[config.mk]
export PLATFORM = sky130hd
export DESIGN_NAME = lsa_aligner
export DESIGN_NICKNAME = d
export VERILOG_FILES = /design/src/rtl/lsa_pkg.sv /design/src/rtl/lsa_decode.sv /design/src/rtl/lsa_store_lane.sv /design/src/rtl/lsa_load_lane.sv /design/src/rtl/lsa_aligner.sv
export SDC_FILE = /design/constraint.sdc
export NUM_CORES = 1
export LEC_CHECK = 0
export CORE_UTILIZATION = 30
export CTS_BUF_LIST = sky130_fd_sc_hd__clkbuf_8
export CTS_CLUSTER_SIZE = 40
export DETAILED_ROUTE_END_ITERATION = 12
export DONT_BUFFER_PORTS = 1
export MAX_ROUTING_LAYER = met4
export PLACE_DENSITY = 0.41
export SLEW_MARGIN = 25
export SYNTH_ARGS = -nofsm -noshare
export SYNTH_HDL_FRONTEND = slang
export SYNTH_SLANG_ARGS = --single-unit
[constraint.sdc]
create_clock -name clk -period 6.6 [get_ports clk]
set_input_delay 1.32 -clock clk [delete_from_list [all_inputs] [get_ports clk]]
set_output_delay 1.32 -clock clk [all_outputs]
set_load 0.005 [all_outputs]
[src/rtl/lsa_pkg.sv]
`timescale 1ns/1ps
package lsa_pkg;

    // Primary opcode values of the memory instructions handled here
    localparam logic [5:0] OP_LDB_S = 6'b100000;
    localparam logic [5:0] OP_LDH_S = 6'b100001;
    localparam logic [5:0] OP_LDW   = 6'b100011;
    localparam logic [5:0] OP_LDB_U = 6'b100100;
    localparam logic [5:0] OP_LDH_U = 6'b100101;
    localparam logic [5:0] OP_STB   = 6'b101000;
    localparam logic [5:0] OP_STH   = 6'b101001;
    localparam logic [5:0] OP_STW   = 6'b101011;

    // Number of byte lanes in a memory word
    localparam int LANES = 4;

    typedef enum logic [1:0] {
        SZ_BYTE = 2'd0,
        SZ_HALF = 2'd1,
        SZ_WORD = 2'd3
    } xfer_size_e;

    // Decoded view of one opcode
    typedef struct packed {
        logic       is_load;
        logic       is_store;
        xfer_size_e size;
        logic       sext;
    } acc_dec_t;

    // Context carried from a load request to its data cycle
    typedef struct packed {
        logic       vld;
        xfer_size_e size;
        logic       sext;
        logic [1:0] off;
    } ld_ctx_t;

endpackage

[src/rtl/lsa_decode.sv]
`timescale 1ns/1ps
module lsa_decode
    import lsa_pkg::*;
(
    input  logic [5:0] op,
    output acc_dec_t   dec
);

    always_comb begin
        dec = '{is_load: 1'b0, is_store: 1'b0, size: SZ_WORD, sext: 1'b0};
        unique case (op)
            OP_LDB_S: dec = '{is_load: 1'b1, is_store: 1'b0, size: SZ_BYTE, sext: 1'b1};
            OP_LDB_U: dec = '{is_load: 1'b1, is_store: 1'b0, size: SZ_BYTE, sext: 1'b0};
            OP_LDH_S: dec = '{is_load: 1'b1, is_store: 1'b0, size: SZ_HALF, sext: 1'b1};
            OP_LDH_U: dec = '{is_load: 1'b1, is_store: 1'b0, size: SZ_HALF, sext: 1'b0};
            OP_LDW:   dec = '{is_load: 1'b1, is_store: 1'b0, size: SZ_WORD, sext: 1'b0};
            OP_STB:   dec = '{is_load: 1'b0, is_store: 1'b1, size: SZ_BYTE, sext: 1'b0};
            OP_STH:   dec = '{is_load: 1'b0, is_store: 1'b1, size: SZ_HALF, sext: 1'b0};
            OP_STW:   dec = '{is_load: 1'b0, is_store: 1'b1, size: SZ_WORD, sext: 1'b0};
            default:  dec = '{is_load: 1'b0, is_store: 1'b0, size: SZ_WORD, sext: 1'b0};
        endcase
    end

endmodule

[src/rtl/lsa_store_lane.sv]
`timescale 1ns/1ps
module lsa_store_lane
    import lsa_pkg::*;
#(
    parameter  int BYTE_W = 8,
    localparam int DATA_W = LANES * BYTE_W
) (
    input  logic              en,
    input  logic              is_access,
    input  logic              is_store,
    input  xfer_size_e        size,
    input  logic [1:0]        off,
    input  logic [DATA_W-1:0] wdata,
    output logic [LANES-1:0]  we,
    output logic [DATA_W-1:0] lane_wdata,
    output logic              mis
);

    logic [LANES-1:0] we_raw;

    // Each lane decides its own data source and whether it is addressed
    for (genvar g = 0; g < LANES; g++) begin : g_lane
        localparam logic [1:0] LANE_OFF = 2'(LANES - 1 - g);
        logic [BYTE_W-1:0] lane_d;
        logic              lane_hit;

        always_comb begin
            unique case (size)
                SZ_BYTE: begin
                    lane_d   = wdata[BYTE_W-1:0];
                    lane_hit = (off == LANE_OFF);
                end
                SZ_HALF: begin
                    lane_d   = wdata[(g % 2)*BYTE_W +: BYTE_W];
                    lane_hit = (off[1] == LANE_OFF[1]);
                end
                default: begin
                    lane_d   = wdata[g*BYTE_W +: BYTE_W];
                    lane_hit = 1'b1;
                end
            endcase
        end

        assign lane_wdata[g*BYTE_W +: BYTE_W] = lane_d;
        assign we_raw[g]                      = lane_hit;
    end

    always_comb begin
        mis = 1'b0;
        if (en && is_access) begin
            unique case (size)
                SZ_HALF: mis = off[0];
                SZ_WORD: mis = |off;
                default: mis = 1'b0;
            endcase
        end
        we = (en && is_store && !mis) ? we_raw : '0;
    end

endmodule

[src/rtl/lsa_load_lane.sv]
`timescale 1ns/1ps
module lsa_load_lane
    import lsa_pkg::*;
#(
    parameter  int BYTE_W = 8,
    localparam int DATA_W = LANES * BYTE_W,
    localparam int HALF_W = 2 * BYTE_W
) (
    input  xfer_size_e        size,
    input  logic              sext,
    input  logic [1:0]        off,
    input  logic [DATA_W-1:0] rdata,
    output logic [DATA_W-1:0] data
);

    logic [BYTE_W-1:0] byte_v;
    logic [HALF_W-1:0] half_v;

    always_comb begin
        byte_v = '0;
        for (int i = 0; i < LANES; i++) begin
            if (off == 2'(LANES - 1 - i)) begin
                byte_v = rdata[i*BYTE_W +: BYTE_W];
            end
        end
        half_v = off[1] ? rdata[HALF_W-1:0] : rdata[DATA_W-1:HALF_W];

        unique case (size)
            SZ_BYTE: data = {{(DATA_W-BYTE_W){sext & byte_v[BYTE_W-1]}}, byte_v};
            SZ_HALF: data = {{(DATA_W-HALF_W){sext & half_v[HALF_W-1]}}, half_v};
            default: data = rdata;
        endcase
    end

endmodule

[src/rtl/lsa_aligner.sv]
`timescale 1ns/1ps
module lsa_aligner
    import lsa_pkg::*;
#(
    parameter  int ADDR_W = 32,
    parameter  int BYTE_W = 8,
    localparam int DATA_W = LANES * BYTE_W
) (
    input  logic              clk,
    input  logic              rst_n,
    input  logic              req_valid,
    input  logic [5:0]        req_op,
    input  logic [ADDR_W-1:0] req_addr,
    input  logic [DATA_W-1:0] req_wdata,
    output logic [ADDR_W-1:0] mem_addr,
    output logic [LANES-1:0]  mem_we,
    output logic [DATA_W-1:0] mem_wdata,
    output logic              mem_re,
    output logic              misalign,
    input  logic [DATA_W-1:0] mem_rdata,
    output logic              ld_valid,
    output logic [DATA_W-1:0] ld_data
);

    localparam ld_ctx_t CTX_RST = '{vld: 1'b0, size: SZ_WORD, sext: 1'b0, off: 2'd0};

    acc_dec_t dec;
    ld_ctx_t  ctx_d, ctx_q;
    logic     mis;

    lsa_decode u_dec (
        .op  (req_op),
        .dec (dec)
    );

    lsa_store_lane #(.BYTE_W(BYTE_W)) u_st (
        .en         (req_valid),
        .is_access  (dec.is_load | dec.is_store),
        .is_store   (dec.is_store),
        .size       (dec.size),
        .off        (req_addr[1:0]),
        .wdata      (req_wdata),
        .we         (mem_we),
        .lane_wdata (mem_wdata),
        .mis        (mis)
    );

    // Next-state: capture load context only for an accepted aligned load
    always_comb begin
        ctx_d     = ctx_q;
        ctx_d.vld = req_valid & dec.is_load & ~mis;
        if (ctx_d.vld) begin
            ctx_d.size = dec.size;
            ctx_d.sext = dec.sext;
            ctx_d.off  = req_addr[1:0];
        end
    end

    always_ff @(posedge clk or negedge rst_n) begin
        if (!rst_n) begin
            ctx_q <= CTX_RST;
        end else begin
            ctx_q <= ctx_d;
        end
    end

    lsa_load_lane #(.BYTE_W(BYTE_W)) u_ld (
        .size  (ctx_q.size),
        .sext  (ctx_q.sext),
        .off   (ctx_q.off),
        .rdata (mem_rdata),
        .data  (ld_data)
    );

    assign mem_addr = {req_addr[ADDR_W-1:2], 2'b00};
    assign mem_re   = ctx_d.vld;
    assign misalign = mis;
    assign ld_valid = ctx_q.vld;

endmodule

# [After elaboration in Yosys (flattened, before gate mapping)]
# Index checks and enable logic that the tools add are counted.
[classes] eq_ne=17 muxes=17 bitwise_logic=7 n_reduce_logical=10
[ops] op="case mux 32 bit (2 select lines)" count=1
[ops] op="== test 6 bit (second input constant)" count=8
[ops] op="2-to-1 mux 8 bit" count=6
[ops] op="case mux 5 bit (8 select lines)" count=1
[ops] op="2-to-1 mux 16 bit" count=1
[ops] op="case mux 8 bit (2 select lines)" count=1
[ops] op="== test 2 bit (second input constant)" count=5
[ops] op="case mux 1 bit (2 select lines)" count=5
[ops] op="== test 2 x 1 -> 1 bit (second input constant)" count=4
[ops] op="logical NOT 2 bit" count=4
[ops] op="bitwise AND 1 bit" count=4
[ops] op="2-to-1 mux 4 bit" count=1
[ops] op="OR reduction 2 bit" count=2
[ops] op="logical AND 1 bit" count=3
[ops] op="inverter 1 bit" count=2
[ops] op="logical NOT 1 bit" count=1
[ops] op="2-to-1 mux 1 bit" count=1
[ops] op="bitwise OR 1 bit" count=1
[word_totals] reg_bits=6 in_bits=105 out_inout_bits=103 wordCells=55

# [Logic depth before layout (Yosys ltp)]
[depth] ltp_word=8 ltp_mapped=6 mapped_depth_nobuf=4

# [Modules after synthesis]
# Synthesis repeated with hierarchy kept, for this count alone.
[unflattened] cells_unflattened=231 area_unflattened_um2=1923.1
[modules_own_cells] mod="lsa_load_lane" instances=1 cells_per_inst=110 area_each_um2=823.3 seq_area_each_um2=0.0
[modules_own_cells] mod="lsa_store_lane" instances=1 cells_per_inst=64 area_each_um2=525.5 seq_area_each_um2=0.0
[modules_own_cells] mod="lsa_aligner" instances=1 cells_per_inst=47 area_each_um2=501.7 seq_area_each_um2=152.6
[modules_own_cells] mod="lsa_decode" instances=1 cells_per_inst=10 area_each_um2=72.6 seq_area_each_um2=0.0

# [Worst setup path after synthesis]
# No wires, ideal clock.
[synth_path] path_kind="input to output" startpoint="in req_op[4]" endpoint="out mem_we[0]" arrival_ps=2642 t_required_ps=5280 slack_ps=2638 stages=5 path_buffers=1 path_cell_list="nand2b_1 -> or3b_1 -> buf_2 -> or3b_1 -> a31oi_1"
[synth_between] elab_chain_len=8 word_cells_on_any_way=21 classes_between="10 x eq/ne; 5 x mux; 1 x bitwise; 5 x reduce/logical"
[synth_lines] item="from (decl)" line_no="lsa_aligner.sv:12" source="input logic [5:0] req_op,"
[synth_lines] item="== test 6 bit" line_no="lsa_decode.sv:11" source="unique case (op)"
[synth_lines] item="case mux 5 bit (8 select lines) *" line_no="lsa_decode.sv:11"
[synth_lines] item="== test 2 bit, or another cell as far along" line_no="lsa_store_lane.sv:51" source="unique case (size)"
[synth_lines] item="case mux 1 bit (2 select lines) / logical AND 1 bit (equally long branches)" line_no="lsa_store_lane.sv:51, lsa_store_lane.sv:50"
[synth_lines] item="2-to-1 mux 1 bit" line_no="lsa_store_lane.sv:50" source="if (en && is_access) begin"
[synth_lines] item="logical NOT 1 bit" line_no="lsa_store_lane.sv:57" source="we = (en && is_store && !mis) ? we_raw : '0;"
[synth_lines] item="logical AND 1 bit" line_no="lsa_store_lane.sv:57"
[synth_lines] item="2-to-1 mux 4 bit *" line_no="lsa_store_lane.sv:57"
[synth_lines] item="to (decl)" line_no="lsa_aligner.sv:16" source="output logic [LANES-1:0] mem_we,"
# Mark *: on every way between the ends. The rest lies on a longest branch, timed or not.

# [Final worst setup path]
[layout_path] startpoint="in req_op[4]" endpoint="out mem_we[2]"
# Same word-level chain as after synthesis.

==> results_dict.tcl <==
set metrics [dict create \
    criticalPathCategory "input port to output port" \
    num_io_pins 208 \
    final_cell_mix "92 x nand2_1, 13 x a22oi_1, 11 x mux2_2, 11 x o21ai_0, 10 x mux2i_1" \
    firstDrtPassIters 4 \
    layout_commonest_cell "nand2_1" \
    initialDrtViolationCount 91 \
    synth_cells 267 \
    crit_fanout 27 \
    cts_hold_buffers 0 \
    cap_viol_max_count 0 \
    worst_slack_ns 2.27 \
    yosysUniqueCellTypes 40 \
    cts_buffers 3 \
    vias 1703 \
    grt_use_total_pct 14.8 \
    die_w_um 79.9 \
    port_buffers 0 \
    skew_ns 0 \
    cts_tree "built" \
    layout_min_cycle_time_ns 4.33 \
    synth_seq_cells 6 \
    synth_edf_count 0 \
    dp.cells 289 \
    async_flop_share_pct 100 \
    finalHoldViolCount 0 \
    ctsResizeCount 0 \
    grt_antenna_before_repair 0 \
    dpl_worst_slack_ns 2.26 \
    drive_gt1_share_pct 14.7 \
    core_um2 5890 \
    clock_sinks 6 \
    clk_path_buf_depth 2 \
    ys.flop_type "dfrtp_1" \
    antennaDiodeCount 0 \
    holdWs_ns 0.572 \
    slew_headroom_pct 36.2 \
    worstHoldPathType "flop to flop" \
    power.total_uw 330 \
    cts_max_level 1 \
    dpl_cell_area_um2 1570 \
    routed_wl_um 5110 \
    rsz0062_at_grt "false" \
    dp_hpwl_um 3840 \
    fin_util_pct 27.5 \
    end_kind "output port" \
    worstSkewPairLatency_ns 0.22 \
    power_density_nw_per_um2 204 \
    grt_max_degree 41 \
    fin_nets 324 \
    fin_setup_tns_ns 0 \
    cp-start-kind "input port" \
    grt_pass1_vias 1460 \
    clk_pin_slew_ns 0.04 \
    cp_data_required_time_ns 5.28 \
    initial_core_util_pct 31.0 \
    postRouteAntennaNets 0 \
    vias_per_cell 5.81 \
    num_rows 28 \
    grt_pass1_wl_um 7300 \
    cp.arrival_ns 3.01 \
    root_buffer "clkbuf_8" \
    area_growth_pct -11.3 \
    finalSetupViolCount 0 \
    synth-seq-area-share_pct 8.38 \
    outcome "complete, no violations" \
    irDropWorstVdd_v 0.0000683 \
    grt-ovfl-total 0 \
    dieArea_um2 6390 \
    die_h_um 79.9 \
    power_leakage_nw 0.780 \
    syn_area_um2 1820 \
    avgSynthCellArea_um2 6.82 \
    final-instance-count-excl-fill 293 \
    drc 0 \
    finalCritPeriodShare_pct 65.6 \
    slew_violations 0 \
    wl_per_cell_um 17.4 \
    post_cts_buffers 0 \
    fmax_ghz 0.231 \
    gp_congestion 0.740 \
    stdcell_area_um2 1620 \
    ys_warn_count 0 \
    worst_slew_pin_slew_ns 0.954 \
]
[logic make-up after synthesis]
| kind of cell | Yosys count | synth area share [%] |
|---|---|---|
| simple gates | 116 | 27.3 |
| flops | 6 | 8.38 |
| other cells | 1 | 0.206 |
| compound gates | 53 | 20.6 |
| mux | 29 | 22.2 |
| buf+inv | 62 | 21.4 |
[layout make-up]
type / count / area, µm²
Clock buffer: 3 / 41.3
Clock inverter: 1 / 3.75
Fill cell: 675 / 4270
Inverter: 5 / 18.8
Multi-Input combinational cell: 200 / 1280
Sequential cell: 6 / 153
Tap cell: 75 / 93.8
Timing Repair Buffer: 3 / 22.5
[routing by layer]
metal / global-route usage [%] / wire (µm)
met4: 3.04 / 22
met3: 2.97 / 511
met1: 17.2 / 2070
met5: - / 0
met2: 26.2 / 2510
[worst max-delay path: stages]
cell and delay, ns:
nand2b_1 0.22, or3_1 0.67, or4_1 0.58, a31oi_1 0.22
[cell usage after synthesis, types with 2 or more instances]
cell | number | area share [%]
nor3b_1 | 2 | 0.82
o211ai_1 | 8 | 3.3
buf_4 | 40 | 16
nand2b_1 | 2 | 0.69
inv_1 | 4 | 0.82
nor2_1 | 4 | 0.82
mux4_2 | 8 | 9.9
a31oi_1 | 2 | 0.69
or2_2 | 2 | 0.69
buf_2 | 5 | 1.4
a22oi_1 | 13 | 5.4
nor3_1 | 2 | 0.55
clkbuf_1 | 12 | 2.5
dfstp_2 | 2 | 2.9
o21ai_0 | 11 | 3.0
mux2_2 | 11 | 6.8
a21oi_1 | 5 | 1.4
mux2i_1 | 10 | 5.5
and2_1 | 2 | 0.69
nand2_1 | 92 | 19
a22o_1 | 7 | 3.4
dfrtp_1 | 4 | 5.5
or3b_1 | 2 | 0.96
[report_power, final]
group	switching, mW	internal, mW
sequential	0.0335	0.0480
clock	0.0149	0.0399
combinational	0.104	0.0894
[final timing paths]
check / from / end / slack [ns] / cells past startpoint
setup / recovery: req_op[4] / mem_we[2] / 2.27 / 4
hold / removal: ctx_q[2] / ctx_q[2] / 0.57 / 2
setup reg to reg: ctx_q[3] / ctx_q[3] / 5.23 / 2
hold reg to reg: ctx_q[2] / ctx_q[2] / 0.57 / 2
max in group asynchronous: rst_n / ctx_q[4] / 5.63 / 0
min in group asynchronous: rst_n / ld_valid / 0.79 / 0
[state kept, by name (all words and copies together), names as in the netlist]
register / flops
ctx_q: 5
ld_valid: 1
Note: power is estimated with default switching activity, not from simulation.
